===== src/rtl/relay_out_pkg.sv =====
package relay_out_pkg;
  localparam int N_GUARD   = 2;
  localparam int OUT_ADDR  = 0;
  localparam int STAT_ADDR = 1;

  typedef struct packed {
    logic               latchWr;
    logic [N_GUARD-1:0] gApply;
    logic [N_GUARD-1:0] gVal;
    logic [N_GUARD-1:0] gSetPend;
    logic [N_GUARD-1:0] gClrPend;
  } relay_strb_t;
endpackage


===== src/rtl/relay_out_ctrl.sv =====
module relay_out_ctrl
  import relay_out_pkg::*;
#(
  parameter int ADDR_W      = 2,
  parameter int CYC_PER_SEC = 100_000_000,
  parameter int CMP_SEC     = 20,
  parameter int PMP_SEC     = 10
) (
  input  logic               clk,
  input  logic               rst,
  input  logic               wrEn,
  input  logic [ADDR_W-1:0]  wrAddr,
  input  logic [N_GUARD-1:0] guardWr,
  input  logic [N_GUARD-1:0] guardCur,
  input  logic [N_GUARD-1:0] pendFlag,
  input  logic [N_GUARD-1:0] pendVal,
  output relay_strb_t        strb
);
  localparam int MAX_SEC = (CMP_SEC > PMP_SEC) ? CMP_SEC : PMP_SEC;
  localparam int SEC_W   = $clog2(MAX_SEC + 1);
  localparam int CYC_W   = (CYC_PER_SEC > 1) ? $clog2(CYC_PER_SEC) : 1;

  logic wrHit;
  logic [N_GUARD-1:0] applyV, valV, setV, clrV;

  assign wrHit = wrEn && (wrAddr == ADDR_W'(OUT_ADDR));

  for (genvar g = 0; g < N_GUARD; g++) begin : gGuard
    localparam int SEC  = (g == 0) ? CMP_SEC : PMP_SEC;
    localparam int SPAN = SEC * CYC_PER_SEC;

    logic [SEC_W-1:0] secLeft;
    logic [CYC_W-1:0] cycCnt;
    logic ready;
    logic apply, val, setP, clrP;

    // ready also covers the last cycle of the interval, so that the gap is exact
    assign ready = (secLeft == '0) ||
                   ((secLeft == SEC_W'(1)) && (cycCnt == CYC_W'(CYC_PER_SEC - 1)));

    always_comb begin
      apply = 1'b0;
      val   = guardCur[g];
      setP  = 1'b0;
      clrP  = 1'b0;
      if (wrHit) begin
        if (guardWr[g] != guardCur[g]) begin
          val = guardWr[g];
          if (ready) begin
            apply = 1'b1;
            clrP  = 1'b1;
          end else begin
            setP = 1'b1;
          end
        end else begin
          clrP = 1'b1;
        end
      end else if (pendFlag[g] && ready) begin
        apply = 1'b1;
        val   = pendVal[g];
        clrP  = 1'b1;
      end
    end

    assign applyV[g] = apply;
    assign valV[g]   = val;
    assign setV[g]   = setP;
    assign clrV[g]   = clrP;

    always_ff @(posedge clk) begin
      if (rst) begin
        secLeft <= '0;
        cycCnt  <= '0;
      end else if (apply) begin
        secLeft <= SEC_W'(SEC);
        cycCnt  <= '0;
      end else if (secLeft != '0) begin
        if (cycCnt == CYC_W'(CYC_PER_SEC - 1)) begin
          cycCnt  <= '0;
          secLeft <= secLeft - SEC_W'(1);
        end else begin
          cycCnt <= cycCnt + CYC_W'(1);
        end
      end
    end

    // gap watch: counts edges since the pin last moved
    logic        prevBit;
    logic [31:0] gapCnt;
    always_ff @(posedge clk) begin
      if (rst) begin
        prevBit <= 1'b1;
        gapCnt  <= 32'(SPAN);
      end else begin
        prevBit <= guardCur[g];
        if (guardCur[g] != prevBit) gapCnt <= 32'd1;
        else if (gapCnt < 32'(SPAN)) gapCnt <= gapCnt + 32'd1;
      end
    end


    min_gap_chk: assert property (@(posedge clk) disable iff (rst)
      (guardCur[g] != prevBit) |-> (gapCnt >= 32'(SPAN)));


    pend_apply_chk: assert property (@(posedge clk) disable iff (rst)
      (pendFlag[g] && ready && !wrHit) |=> (guardCur[g] != $past(guardCur[g])));
  end

  always_comb begin
    strb.latchWr  = wrHit;
    strb.gApply   = applyV;
    strb.gVal     = valV;
    strb.gSetPend = setV;
    strb.gClrPend = clrV;
  end
endmodule


===== src/rtl/relay_out_dp.sv =====
module relay_out_dp
  import relay_out_pkg::*;
#(
  parameter int NUM_OUT = 8,
  parameter int ADDR_W  = 2,
  parameter int CMP_BIT = 0,
  parameter int PMP_BIT = 1
) (
  input  logic               clk,
  input  logic               rst,
  input  relay_strb_t        strb,
  input  logic [NUM_OUT-1:0] wrData,
  input  logic [ADDR_W-1:0]  rdAddr,
  output logic [NUM_OUT-1:0] pins,
  output logic [N_GUARD-1:0] pendFlag,
  output logic [N_GUARD-1:0] pendVal,
  output logic [NUM_OUT-1:0] rdData
);
  localparam logic [NUM_OUT-1:0] GUARD_MASK =
    (NUM_OUT'(1) << CMP_BIT) | (NUM_OUT'(1) << PMP_BIT);

  logic [NUM_OUT-1:0] nextPins;

  always_comb begin
    nextPins = pins;
    if (strb.latchWr) nextPins = (pins & GUARD_MASK) | (wrData & ~GUARD_MASK);
    if (strb.gApply[0]) nextPins[CMP_BIT] = strb.gVal[0];
    if (strb.gApply[1]) nextPins[PMP_BIT] = strb.gVal[1];
  end

  always_ff @(posedge clk) begin
    if (rst) pins <= '1;
    else     pins <= nextPins;
  end

  for (genvar g = 0; g < N_GUARD; g++) begin : gPend
    always_ff @(posedge clk) begin
      if (rst) begin
        pendFlag[g] <= 1'b0;
        pendVal[g]  <= 1'b1;
      end else if (strb.gSetPend[g]) begin
        pendFlag[g] <= 1'b1;
        pendVal[g]  <= strb.gVal[g];
      end else if (strb.gClrPend[g]) begin
        pendFlag[g] <= 1'b0;
      end
    end


    pend_rise_chk: assert property (@(posedge clk) disable iff (rst)
      $rose(pendFlag[g]) |-> $past(strb.latchWr));
  end

  always_comb begin
    if (rdAddr == ADDR_W'(OUT_ADDR))       rdData = pins;
    else if (rdAddr == ADDR_W'(STAT_ADDR)) rdData = NUM_OUT'(pendFlag);
    else                                   rdData = '0;
  end


  hold_chk: assert property (@(posedge clk) disable iff (rst)
    (!strb.latchWr && (strb.gApply == '0)) |=> $stable(pins));
endmodule


===== src/rtl/relay_out.sv =====
module relay_out
  import relay_out_pkg::*;
#(
  parameter int NUM_OUT     = 8,
  parameter int ADDR_W      = 2,
  parameter int CYC_PER_SEC = 100_000_000,
  parameter int CMP_SEC     = 20,
  parameter int PMP_SEC     = 10,
  parameter int CMP_BIT     = 0,
  parameter int PMP_BIT     = 1
) (
  input  logic               clk,
  input  logic               rst,
  input  logic               wrEn,
  input  logic [ADDR_W-1:0]  wrAddr,
  input  logic [NUM_OUT-1:0] wrData,
  input  logic [ADDR_W-1:0]  rdAddr,
  output logic [NUM_OUT-1:0] rdData,
  output logic [NUM_OUT-1:0] relayPin
);
  relay_strb_t        strb;
  logic [N_GUARD-1:0] pendFlag, pendVal, guardWr, guardCur;
  logic [NUM_OUT-1:0] pins;

  assign guardWr  = {wrData[PMP_BIT], wrData[CMP_BIT]};
  assign guardCur = {pins[PMP_BIT], pins[CMP_BIT]};
  assign relayPin = pins;

  relay_out_ctrl #(
    .ADDR_W(ADDR_W), .CYC_PER_SEC(CYC_PER_SEC),
    .CMP_SEC(CMP_SEC), .PMP_SEC(PMP_SEC)
  ) uCtrl (
    .clk(clk), .rst(rst), .wrEn(wrEn), .wrAddr(wrAddr),
    .guardWr(guardWr), .guardCur(guardCur),
    .pendFlag(pendFlag), .pendVal(pendVal), .strb(strb)
  );

  relay_out_dp #(
    .NUM_OUT(NUM_OUT), .ADDR_W(ADDR_W),
    .CMP_BIT(CMP_BIT), .PMP_BIT(PMP_BIT)
  ) uDp (
    .clk(clk), .rst(rst), .strb(strb), .wrData(wrData), .rdAddr(rdAddr),
    .pins(pins), .pendFlag(pendFlag), .pendVal(pendVal), .rdData(rdData)
  );
endmodule


===== config.mk =====
export PLATFORM = sky130hd
export DESIGN_NAME = relay_out
export DESIGN_NICKNAME = d
export VERILOG_FILES = /design/src/rtl/relay_out_pkg.sv /design/src/rtl/relay_out_ctrl.sv /design/src/rtl/relay_out_dp.sv /design/src/rtl/relay_out.sv
export SDC_FILE = /design/constraint.sdc
export NUM_CORES = 1
export LEC_CHECK = 0
export ABC_CLOCK_PERIOD_IN_PS = 5500
export BUFFER_PORTS_ARGS = -buffer_cell sky130_fd_sc_hd__buf_4
export CORE_AREA = 2 2 126 128
export DETAILED_ROUTE_END_ITERATION = 16
export DIE_AREA = 0 0 128 130
export PLACE_DENSITY = 0.46
export SLEW_MARGIN = 10
export SYNTH_ARGS = -nofsm -noshare
export SYNTH_HDL_FRONTEND = slang
export SYNTH_SLANG_ARGS = --single-unit

===== constraint.sdc =====
create_clock -name clk -period 5.5 [get_ports clk]
set_input_delay 0.275 -clock clk [delete_from_list [all_inputs] [get_ports clk]]
set_output_delay 0.275 -clock clk [all_outputs]
set_load 0.05 [all_outputs]

* Yosys cells after proc, flatten, opt, wreduce, memory -nomap -nowiden
Index checks and enable logic that the tools add are counted.
Storage, ports and cells: word-level logic and storage cells 93, bits of input ports 15, flip-flop bits (word level) 76, output and inout port bits 16
Cells by class: bitwise gates (word level) 1, multiplexer cells 41, reduce and logical (&&, ||, !) cells 27, add/subtract/negate cells 4, equality and inequality tests 7
Operator list (number):
- $add 27x1->27 const B | 2
- $eq 27x27->1 const B | 2
- $mux 27 | 2
- $mux 1 | 30
- $reduce_bool 2->1 | 8
- $mux 5 | 3
- $mux 4 | 3
- $eq 5x1->1 const B | 2
- $logic_not 5->1 | 2
- $reduce_bool 5->1 | 2
- $sub 5x1->5 const B | 2
- $mux 8 | 1
- $or 2x8->8 | 1
- $reduce_and 2->1 | 4
- $logic_and 1x1->1 | 5
- $logic_not 2->1 | 2
- $mux 2 | 2
- $reduce_or 2->1 | 2
- $eq 2x1->1 const B | 1
- $logic_or 1x1->1 | 2
- $ne 1x1->1 | 2

* Logic depth before layout (Yosys ltp)
Gate-level depths: netlist (run 1).
word-level depth 8, depth in mapped cells 9

* By module
From an unflattened synthesis (run 1), not the netlist that was laid out.
Second synthesis, totals: cells, all modules 482, area total of the unflattened synthesis 4071.4 um2
By module, submodules not included:
- relay_out_ctrl | area each 3555.9 um2, seq. area each 1281.2 um2, cells an instance 431, instances 1
- relay_out_dp | area each 515.5 um2, seq. area each 240.2 um2, cells an instance 51, instances 1

* Least setup slack after synthesis (run 1)
OpenSTA, ideal clock, no wires.
kind reg2reg, start point register uDp.pins[0], end point register uCtrl.gGuard[0].cycCnt[10], cell stages (with the launch flop) 9, required time 5.372 ns, slack 3.302 ns, arrival 2.070 ns, setup time 0.128 ns, path through dfxtp_1 -> inv_1 -> ha_1 -> inv_1 -> mux2i_1 -> and2_1 -> o21ai_1 -> clkbuf_1 -> nor2_1
On the way: cells in the longest elaborated chain, start to end 4
Ends and longest elaborated chain:
- start: declaration | RTL line relay_out_dp.sv:14 | output logic [NUM_OUT-1:0] pins,
- start signal: assignment | RTL line relay_out_dp.sv:33 | else pins <= nextPins;
- $ne 1x1->1 | RTL line relay_out_ctrl.sv:47 | if (guardWr[g] != guardCur[g]) begin
- $mux 1 | RTL line relay_out_ctrl.sv:47
- $mux 1 | RTL line relay_out_ctrl.sv:46 | if (wrHit) begin
- $reduce_or 2->1 (no line)
- end signal: assignment | RTL line relay_out_ctrl.sv:82 | cycCnt <= cycCnt + CYC_W'(1);
- end: declaration | RTL line relay_out_ctrl.sv:33 | logic [CYC_W-1:0] cycCnt;
No other way between the ends. A chain may end at the register's enable or synchronous reset.

* Final worst setup path (run 1)
start point register uCtrl.gGuard[1].secLeft[0], end point register uCtrl.gGuard[1].cycCnt[16]
On the way: cells in the longest elaborated chain, start to end 7, elaborated cells on any way between the ends 11, classes of those cells 1 x eq/ne; 4 x mux; 6 x reduce/logical
Ends and longest elaborated chain:
- start: declaration | RTL line relay_out_ctrl.sv:32 | logic [SEC_W-1:0] secLeft;
- start signal: assignment | RTL line relay_out_ctrl.sv:75 | secLeft <= SEC_W'(SEC);
- start signal: assignment | RTL line relay_out_ctrl.sv:80 | secLeft <= secLeft - SEC_W'(1);
- $eq 5x1->1 | RTL line relay_out_ctrl.sv:39 | ((secLeft == SEC_W'(1)) && (cycCnt == CYC_W'(CYC_PER_SEC - 1)));
- $logic_and 1x1->1 | RTL line relay_out_ctrl.sv:39
- $logic_or 1x1->1 | RTL line relay_out_ctrl.sv:38 | assign ready = (secLeft == '0) ||
- $mux 1 / $logic_and 1x1->1 (equally long branches) | RTL line relay_out_ctrl.sv:49, relay_out_ctrl.sv:58
- $mux 1 (on tied branches) | RTL line relay_out_ctrl.sv:47, relay_out_ctrl.sv:58
- $mux 1 | RTL line relay_out_ctrl.sv:46
- $reduce_or 2->1 (no line)
- end signal: assignment | RTL line relay_out_ctrl.sv:82
- end: declaration | RTL line relay_out_ctrl.sv:33
Several ways; a longest one is shown, not always the timed one.

==> results of run 1 <==
-- state kept, by name (all words and copies together), names as in the netlist --
register,count
uCtrl.gGuard.cycCnt,54
uCtrl.gGuard.secLeft,10
uDp.pendFlag,2
uDp.pendVal,2
uDp.pins,8
-- cells by family (layout without fill, tap and decap cells) --
logic type	count (synthesis)	after routing
adders and majority gates	12	12
and+or+nand+nor	232	232
AOI/OAI and AO/OA	30	30
buffers and inverters	31	65
muxes	8	8
DFF	76	76
xor gates and xnor gates	56	56
-- stage by stage --
stage               hold WS (ns)  cells    util
global placement          0.4650    655  0.2719
floorplan                 0.3993    445       -
detailed placement        0.4764    655  0.2719
global route              0.1541    671  0.2947
CTS                       0.1436    671  0.2947
finish                    0.1515    671  0.2947
-- worst min-delay path, stage by stage --
cell	delay [ns]
buf_4	0.08
nand2_1	0.04
nand3_1	0.06
-- layout make-up --
cell class | count | area [um^2] | area share
timing repair buffer | 32 | 240.2 | 0.05285
sequential | 76 | 1521 | 0.3347
clock inverter | 4 | 95.09 | 0.02092
clock buffer | 12 | 256.5 | 0.05643
multi-input combinational | 338 | 2128 | 0.4682
tap | 192 | 240.2 | 0.05285
inverter | 17 | 63.81 | 0.01404
-- layer usage --
layer | wire length [um] | vias up
li1 | - | 1602
met1 | 4117 | 1425
met2 | 3744 | 53
met3 | 339 | 6
met4 | 76 | 0
met5 | 0 | -
-- power by group --
group	internal (mW)	switching, mW
Combinational	0.0320	0.0649
Clock	0.468	0.227
Sequential	0.557	0.00584
Total	1.06	0.298
-- placed cells by master (no fill, tap or decap), drive strengths merged, types with 3 or more instances in the layout --
master	instances
xor2	26
mux2i	6
o21ai	10
dfxtp	76
or4b	3
a31oi	3
bufinv	3
or3	7
inv	16
nor4	8
nor3	22
nand4	23
nand3	19
nor2	75
and4	5
clkbuf	12
and3	10
nor4b	3
nor3b	5
a21o	3
and2	11
a21oi	6
ha	12
xnor2	30
nand2	33
buf	32
-- worst min-delay path by stage --
stage                                           to  slack [ns]
final                     uDp.pins[7]$_SDFFE_PP1P_        0.15
after global routing      uDp.pins[3]$_SDFFE_PP1P_        0.15
after floorplan           uDp.pins[2]$_SDFFE_PP1P_        0.40
after CTS                 uDp.pins[7]$_SDFFE_PP1P_        0.14
after global placement    uDp.pins[7]$_SDFFE_PP1P_        0.46
after detailed placement  uDp.pins[3]$_SDFFE_PP1P_        0.48
==> run metrics, run 1 <==
status complete, no violations; final worst slack 2.828 ns; Yosys warnings 0; largest delay contributor family on the critical path simple AND/OR/NAND/NOR gates; WP depth 7; slowest CP cell or4b_1; Rel. slew slack 0.3960; GR Layer Usage met2 0.1648; Clock Tree Root clkbuf_16; synth cell count leaders dfxtp_1, nor2_1, nand2_1, xnor2_1, xor2_1; Seq/Total Area, Yosys 0.4037; CTS Sinks 76; # IOs 31; core box area 0.01542 mm^2; Die Y 130 um; Layout area overhead 20.62%; H-tree Lvls 3; Die X 128 um; Clock Latency Late Sink 0.33 ns; reg2reg end uCtrl.gGuard[1].cycCnt[16]$_SDFFE_PP0P_; max incr delay on CP 0.72 ns; first-pass GRT wire length 13510 um; CTS tree built; Hold/Removal Path Class input pin to register; flop2flop setup slack 2.83 ns; reg2reg start uCtrl.gGuard[1].secLeft[0]$_SDFFE_PP0P_; Die Footprint 0.01664 mm^2; classification of the worst setup path register to register; Synthesized Nets 472; nets 501; CP endpoint uCtrl.gGuard[1].cycCnt[16]$_SDFFE_PP0P_; worst clock skew 0.005735 ns; drt drc 0; layout cell share with drive strength beyond 1 0.1190; remaining global-route overflow 0; Fin Setup TNS 0 ns; Via Count 3086; drt first pass iters 4; Crit. End Element register; Yosys reg bits 76; Initial Utilization 0.2443; Hold-fix buffers, CTS 0; mux cell area share after synthesis 0.02191; GPL Wtd Cong 0.7799; I/O Buffers 30; post-synthesis compound-gate area fraction 0.04947; clock tree buffer depth 2; routed wire length 8278 um; Post-Synthesis Cells 445; antenna-violating nets left 0; vias per cell 4.599; Initial DRC Count 238; PD cells 297.9 mW/mm^2; min cycle time layout 2.672 ns; final-report hold violation count 0; crit path launch uCtrl.gGuard[1].secLeft[0]$_SDFFE_PP0P_; XOR/XNOR Fraction of Synth Area 0.1301; Cell Area, Synth 0.003769 mm^2; WL per Instance 12.34 um; total power 1.354 mW; CTS clk-pin slew, worst paths 0.06 ns; largest fanout on the critical path 24; Yosys top cell by area dfxtp_1; top-count cell post-synth dfxtp_1; dpl hpwl 5740 um; actual slew at the worst max-slew pin 0.8985 ns; routing usage on met1 0.1301; LEAKAGE 1.661 nW; largest net degree at the start of global routing 26; Worst EP required 5.75 ns; met3 Usage GRT 0.02378; Filler cells 1600; post-synth top area share 0.4037; RSZ-0062 raised after global routing no; hold wc startpoint wrData[7]; pre-CTS setup slack 2.780 ns; WP data arrival 2.93 ns; VDD IR max 178.4 uV; initial antenna violation count 0; Max Cap Violations 0; simple-gate area share of the yosys netlist 0.3234; WHS Path Cells 3; Post-synth top flop dfxtp_1; FFs w/ async S/R, synth 0; # setup viols final 0; post-CTS sizing 0; Reg2Reg Depth 7; Avg Cell Area, Syn 8.469 um^2; Critical Path, Cell by Cell inv_1 > ha_1 > or4b_1 > and4b_1 > nand4_1 > nand2_1 > nor2_1; Worst Path Buf+Inv 1; Area after DPL 0.004194 mm^2; ANT cells 0; CP Launch Type register; adder and majority cell fraction of the synthesized area 0.03984; final instance area 0.004546 mm^2; ranking of synthesized cells by area dfxtp_1, nor2_1, xnor2_1, xor2_1, ha_1; Total Routing Usage GR 0.1007; busiest metal layer after global routing met2; Highest Clock Rate 374.2 MHz; EDFF count, synth 0; Rows 46; largest family of logic cells by synthesized area simple AND/OR/NAND/NOR gates; vias in the first global route 2872; Final Cycle Share 0.4859; CTS Buf Count 9; post-CTS setup buffer count 0; Distinct cells, synth 47; Slew Viols, Final 0
Note: power is estimated with default switching activity, not from simulation.
==> run 2, diff against run 1 <==
--- a/config.mk
+++ b/config.mk
@@ -5,12 +5,12 @@
 export SDC_FILE = /design/constraint.sdc
 export NUM_CORES = 1
 export LEC_CHECK = 0
-export ABC_CLOCK_PERIOD_IN_PS = 5500
+export ABC_CLOCK_PERIOD_IN_PS = 2450
 export BUFFER_PORTS_ARGS = -buffer_cell sky130_fd_sc_hd__buf_4
 export CORE_AREA = 2 2 126 128
 export DETAILED_ROUTE_END_ITERATION = 16
 export DIE_AREA = 0 0 128 130
-export PLACE_DENSITY = 0.46
+export PLACE_DENSITY = 0.47
 export SLEW_MARGIN = 10
 export SYNTH_ARGS = -nofsm -noshare
 export SYNTH_HDL_FRONTEND = slang
==> constraint.sdc (replaced) <==
create_clock -name clk -period 2.45 [get_ports clk]
set_input_delay 0.1225 -clock clk [delete_from_list [all_inputs] [get_ports clk]]
set_output_delay 0.1225 -clock clk [all_outputs]
set_load 0.05 [all_outputs]
==> run 2 against run 1 <==
Net effect:
- sequential power rose by 120%
- largest cell class unchanged
- largest power group unchanged
- worst hold slack got worse by 0.14 ns
- clock-buffer cell count did not move
- flip-flop and latch count did not move
- fmax rose by 23%
- clock skew rose by 0.00064 ns
==> run metrics, run 2 (synthesis gave the netlist of run 1 again) <==
WHS Path Cells 3; actual slew at the worst max-slew pin 0.7187 ns; # IOs 31; Rel. slew slack 0.5196; most frequent cells in the layout dfxtp_1, nor2_1, buf_4; classification of the worst setup path register to register; dpl hpwl 6019 um; LEAKAGE 1.693 nW; FF+latch area 0.001521 mm^2; Total Routing Usage GR 0.1044; largest net degree at the start of global routing 26; layout cell share with drive strength beyond 1 0.1247; status complete, no violations; vias in the first global route 3034; Die Footprint 0.01664 mm^2; multi-input logic area 0.002128 mm^2; Layout area overhead 22.14%; Via Count 3168; hold wc startpoint wrData[7]; clock tree buffer depth 2; Filler cells 1619; leading registers by flop count uCtrl.gGuard.cycCnt: 54 flops, uCtrl.gGuard.secLeft: 10 flops, uDp.pins: 8 flops; initial antenna violation count 0; Hold EP uDp.pins[7]$_SDFFE_PP1P_; remaining global-route overflow 0; Reg2Reg Depth 5; GPL Wtd Cong 0.7341; flop2flop setup slack 0.28 ns; CTS Buf Count 9; Die Y 130 um; RSZ-0062 raised after global routing no; H-tree Lvls 3; Clock Tree Root clkbuf_16; Crit. End Element register; Max Cap Violations 0; WP data arrival 2.37 ns; most common cell after layout, fill and taps aside dfxtp_1; Die X 128 um; max reg flops 54; drt first pass iters 4; vias per cell 4.652; final-report hold violation count 0; reg2reg start uCtrl.gGuard[1].cycCnt[9]$_SDFFE_PP0P_; reg2reg end uCtrl.gGuard[1].secLeft[4]$_SDFFE_PP0P_; nets 513; Slew Viols, Final 0; CTS tree built; Highest Clock Rate 461.5 MHz; Initial Utilization 0.2443; I/O Buffers 30; core box area 0.01542 mm^2; # setup viols final 0; Fin Setup TNS 0 ns; Clock Latency Late Sink 0.33 ns; crit path launch uCtrl.gGuard[1].cycCnt[9]$_SDFFE_PP0P_; CP Launch Type register; post-CTS sizing 0; routed wire length 8326 um; antenna-violating nets left 0; drt drc 0; PD cells 626.1 mW/mm^2; VDD IR max 315.4 uV; min cycle time layout 2.167 ns; post-CTS setup buffer count 0; CTS clk-pin slew, worst paths 0.06 ns; ANT cells 0; CTS Sinks 76; first-pass GRT wire length 14110 um; worst clock skew 0.006376 ns; Initial DRC Count 131; Hold/Removal Path Class input pin to register; Worst EP required 2.65 ns; largest fanout on the critical path 6; Final Cycle Share 0.8845; Rows 46; largest reg by FF count uCtrl.gGuard.cycCnt; WL per Instance 12.23 um; Core Util, Final 0.2984
[run 2: cell count changes in the layout (fill, tap and decap cells not counted)]
cell and delta:
bufinv_16 -1, buf_4 +7, clkbuf_1 +1, clkinv_2 -1, clkbuf_8 -1, dlygate4sd3_1 +5
[run 2: worst max-delay path, stage by stage (launching register included)]
cell	delay, ns
dfxtp_1	0.34
or4b_4	0.56
nor4_4	0.29
nand4_1	0.29
a21oi_1	0.46
nor3_1	0.10
[run 2: per-stage QoR]
step                      hold WS [ns]  instances  instance area, um^2  worst slack [ns]  power [mW]
after CTS                     0.001354        681                 4603            0.2602       2.937
after global routing          0.007793        681                 4603            0.1127       3.010
after detailed placement        0.3399        662                 4247            0.2686       1.519
after global placement          0.3398        662                 4247            0.3010       1.517
after floorplan                 0.2468        445                 3769            0.2524       1.438
final                          0.01325        681                 4603            0.2830       2.882
[run 2: per-layer routing]
layer / share of wire / vias up / GRT usage
met5: 0 / - / 0
met4: 0.019 / 0 / 0.04719
met3: 0.035 / 10 / 0.02460
met2: 0.46 / 61 / 0.1762
met1: 0.49 / 1478 / 0.1272
li1: - / 1619 / -
[run 2: timing repair]
item / CTS / global route
hold endpoints to repair: 5 / 0
hold buffers: 5 / 0
endpoints found under the setup margin: 0 / 0
[run 2: power breakdown]
part           leakage [nW]  total [mW]  switching [mW]  internal (mW)
clock network         0.149        1.39           0.477          0.909
registers             0.614        1.26          0.0135           1.25
logic                 0.931       0.232           0.149         0.0832
[run 2: final cells by class]
type	instances	area share
timing repair buffer	44	0.07448
clock inverter	2	0.01305
inverter	17	0.01386
multi-input combinational	338	0.4624
sequential	76	0.3305
clock buffer	12	0.05355
tap	192	0.05219
[run 2: worst max-delay path by stage]
| stage | endpoint |
|---|---|
| after CTS | uCtrl.gGuard[1].secLeft[4]$_SDFFE_PP0P_ |
| after global placement | uCtrl.gGuard[0].cycCnt[7]$_SDFFE_PP0P_ |
| after detailed placement | uCtrl.gGuard[1].secLeft[4]$_SDFFE_PP0P_ |
| after floorplan | uCtrl.gGuard[0].cycCnt[10]$_SDFFE_PP0P_ |
| after global routing | uCtrl.gGuard[1].secLeft[4]$_SDFFE_PP0P_ |
| final | uCtrl.gGuard[1].secLeft[4]$_SDFFE_PP0P_ |
==> run 3, diff against run 2 <==
--- a/config.mk
+++ b/config.mk
@@ -7,11 +7,12 @@
 export LEC_CHECK = 0
 export ABC_CLOCK_PERIOD_IN_PS = 2450
 export BUFFER_PORTS_ARGS = -buffer_cell sky130_fd_sc_hd__buf_4
-export CORE_AREA = 2 2 126 128
+export CORE_AREA = 2 2 90 92
 export DETAILED_ROUTE_END_ITERATION = 16
-export DIE_AREA = 0 0 128 130
-export PLACE_DENSITY = 0.47
+export DIE_AREA = 0 0 92 94
+export PLACE_DENSITY = 0.81
 export SLEW_MARGIN = 10
 export SYNTH_ARGS = -nofsm -noshare
 export SYNTH_HDL_FRONTEND = slang
+export SYNTH_HIERARCHICAL = 1
 export SYNTH_SLANG_ARGS = --single-unit
==> run 3 against run 2 <==
Net effect:
- synthesized cell count rose by 8.3%
- first-iteration DRC count rose by 15%
- combinational power rose by 10%
- flip-flop and latch count did not move
- final cell count fell by 8.5%
- routed wire length rose by 5.8%
- critical path type unchanged
- core utilization rose by 32 points
- fmax fell by 7.2%
- design area rose by 2.6%
- critical path depth rose by 2
- via count rose by 13%
==> run metrics, run 3 <==
status complete, no violations; Filler cells 618; # IOs 31; Worst EP required 2.68 ns; ranking of synthesized cells by area dfxtp_1, xnor2_1, nor2_1, ha_1, xor2_1; WP data arrival 2.57 ns; WL per Instance 14.14 um; EDFF count, synth 0; Yosys top cell by area dfxtp_1; Avg Cell Area, Syn 8.447 um^2; I/O Buffers 30; drt drc 0; Final Cycle Share 0.9536; antenna-violating nets left 0; CP Launch Type register; ANT cells 0; actual slew at the worst max-slew pin 0.6871 ns; clock network power share 0.449; Core Util, Final 0.6206; LEAKAGE 1.660 nW; Crit. End Element register; Die Y 94 um; most frequent cells in the layout dfxtp_1, nor2_1, buf_4; Clock Latency Late Sink 0.34 ns; routed wire length 8807 um; multi-input logic area 0.002318 mm^2; Highest Clock Rate 428.0 MHz; post-synth top area share 0.3737; max reg flops 54; first-pass GRT wire length 14780 um; FF+latch area 0.001523 mm^2; vias per cell 5.756; Yosys reg bits 76; Rows 32; Initial Utilization 0.5352; Die X 92 um; largest fanout on the critical path 4; Cell Area, Synth 0.004071 mm^2; layout cell share with drive strength beyond 1 0.1574; top-count cell post-synth dfxtp_1; Total Routing Usage GR 0.2072; nets 543; Synthesized Nets 509; Die Footprint 0.008648 mm^2; Hold/Removal Path Class input pin to register; remaining global-route overflow 0; PD cells 585.2 mW/mm^2; vias in the first global route 3378; largest net degree at the start of global routing 26; CTS tree built; Slew Viols, Final 0; Flop pwr share 0.458; final-report hold violation count 0; leading registers by flop count uCtrl/gGuard.cycCnt: 54 flops, uCtrl/gGuard.secLeft: 10 flops, uDp/pins: 8 flops; Initial DRC Count 150; P_int 2.129 mW; most common cell after layout, fill and taps aside dfxtp_1; classification of the worst setup path register to register; switching power 0.6335 mW; VDD IR max 346.9 uV; Fin Setup TNS 0 ns; CTS Buf Count 9; CTS Sinks 76; Clock Tree Root clkbuf_8; # setup viols final 0; FFs w/ async S/R, synth 0; Distinct cells, synth 53; min cycle time layout 2.336 ns; Max Cap Violations 0; CTS clk-pin slew, worst paths 0.08 ns; Layout area overhead 15.95%; dpl hpwl 6011 um; drt first pass iters 5; Post-synth top flop dfxtp_1; Net Sw Frac 0.2293; clock tree buffer depth 2; worst clock skew 0.01478 ns; Rel. slew slack 0.5397; Seq/Total Area, Yosys 0.3737; initial antenna violation count 0; GPL Wtd Cong 0.8401; Comb power frac 0.093; core box area 0.007607 mm^2; RSZ-0062 raised after global routing no; Post-Synthesis Cells 482; largest reg by FF count uCtrl/gGuard.cycCnt; synth cell count leaders dfxtp_1, nor2_1, xnor2_1, nand2_1; H-tree Lvls 3; Yosys warnings 6; Via Count 3586
## run 3: cell count changes after synthesis, sizes merged, moves of 7 or more
| cell | change |
|---|---|
| a211o | +10 |
| a21oi | +9 |
| and3 | -7 |
| buf | +14 |
| nor2b | +12 |
| nor4 | +9 |
| xor2 | -12 |
## run 3: cell type report
type / count / share of cell area
inverters: 18 / 0.01431
flip-flops and latches: 76 / 0.3226
well taps: 102 / 0.02703
clock buffers: 10 / 0.02703
repair buffers: 54 / 0.08905
clock inverters: 6 / 0.02889
multi-input cells: 357 / 0.4911
## run 3: cells by family after synthesis
group / synth area share
adder cells (fa/ha/maj): 0.03688
AO/OA/AOI/OAI: 0.08635
AND/OR/NAND/NOR: 0.3211
multiplexers: 0.01537
buffers and inverters: 0.05900
flip-flops: 0.3737
XOR/XNOR: 0.1076
## run 3: final timing paths
kind / cells past startpoint / end / slack (ns) / from
hold / removal: 2 / uDp/pendFlag[0]$_SDFFE_PP0P_ / 0.15 / rst
hold reg to reg: 2 / uCtrl/gGuard[1].cycCnt[1]$_SDFFE_PP0P_ / 0.50 / uCtrl/gGuard[1].cycCnt[1]$_SDFFE_PP0P_
setup / recovery: 7 / uDp/pendVal[1]$_SDFFE_PP1P_ / 0.11 / uCtrl/gGuard[1].cycCnt[17]$_SDFFE_PP0P_
setup reg to reg: 7 / uDp/pendVal[1]$_SDFFE_PP1P_ / 0.11 / uCtrl/gGuard[1].cycCnt[17]$_SDFFE_PP0P_
## run 3: repair_timing
action,CTS,global route
endpoints found under the setup margin,0,37
buffers inserted,0,2
hold buffers,6,0
endpoints found under the hold margin,6,0
resized for setup,0,3
## run 3: power groups by stage
stage	Sequential [mW]	Clock [mW]	Combinational, mW
floorplan	1.31	0	0.149
global placement	1.29	0	0.237
detailed placement	1.29	0	0.242
CTS	1.27	1.26	0.251
global route	1.27	1.31	0.274
finish	1.27	1.24	0.256
## run 3: critical path, stage by stage (launching register included)
cell and delay (ns):
dfxtp_1 0.35, nor4b_1 0.38, buf_4 0.19, nand4_1 0.19, o31ai_1 0.43, mux2i_1 0.27
a21oi_1 0.13, a211o_1 0.27
## run 3: through the flow
stage / area [um^2] / setup slack [ns] / power (mW) / hold slack [ns] / instances
floorplan: 4071 / 0.1550 / 1.463 / 0.2211 / 482
global placement: 4372 / 0.2110 / 1.529 / 0.3269 / 599
detailed placement: 4372 / 0.1009 / 1.536 / 0.3298 / 599
CTS: 4696 / 0.07401 / 2.779 / 0.1375 / 621
global route: 4721 / 0.001629 / 2.852 / 0.1471 / 623
finish: 4721 / 0.1136 / 2.763 / 0.1510 / 623
## run 3: per-layer routing
metal  routed length (um)  GRT usage
met1                 3743     0.2414
met2                 4548     0.3756
met3                  389    0.04655
met4                  124    0.06965
met5                    0          0
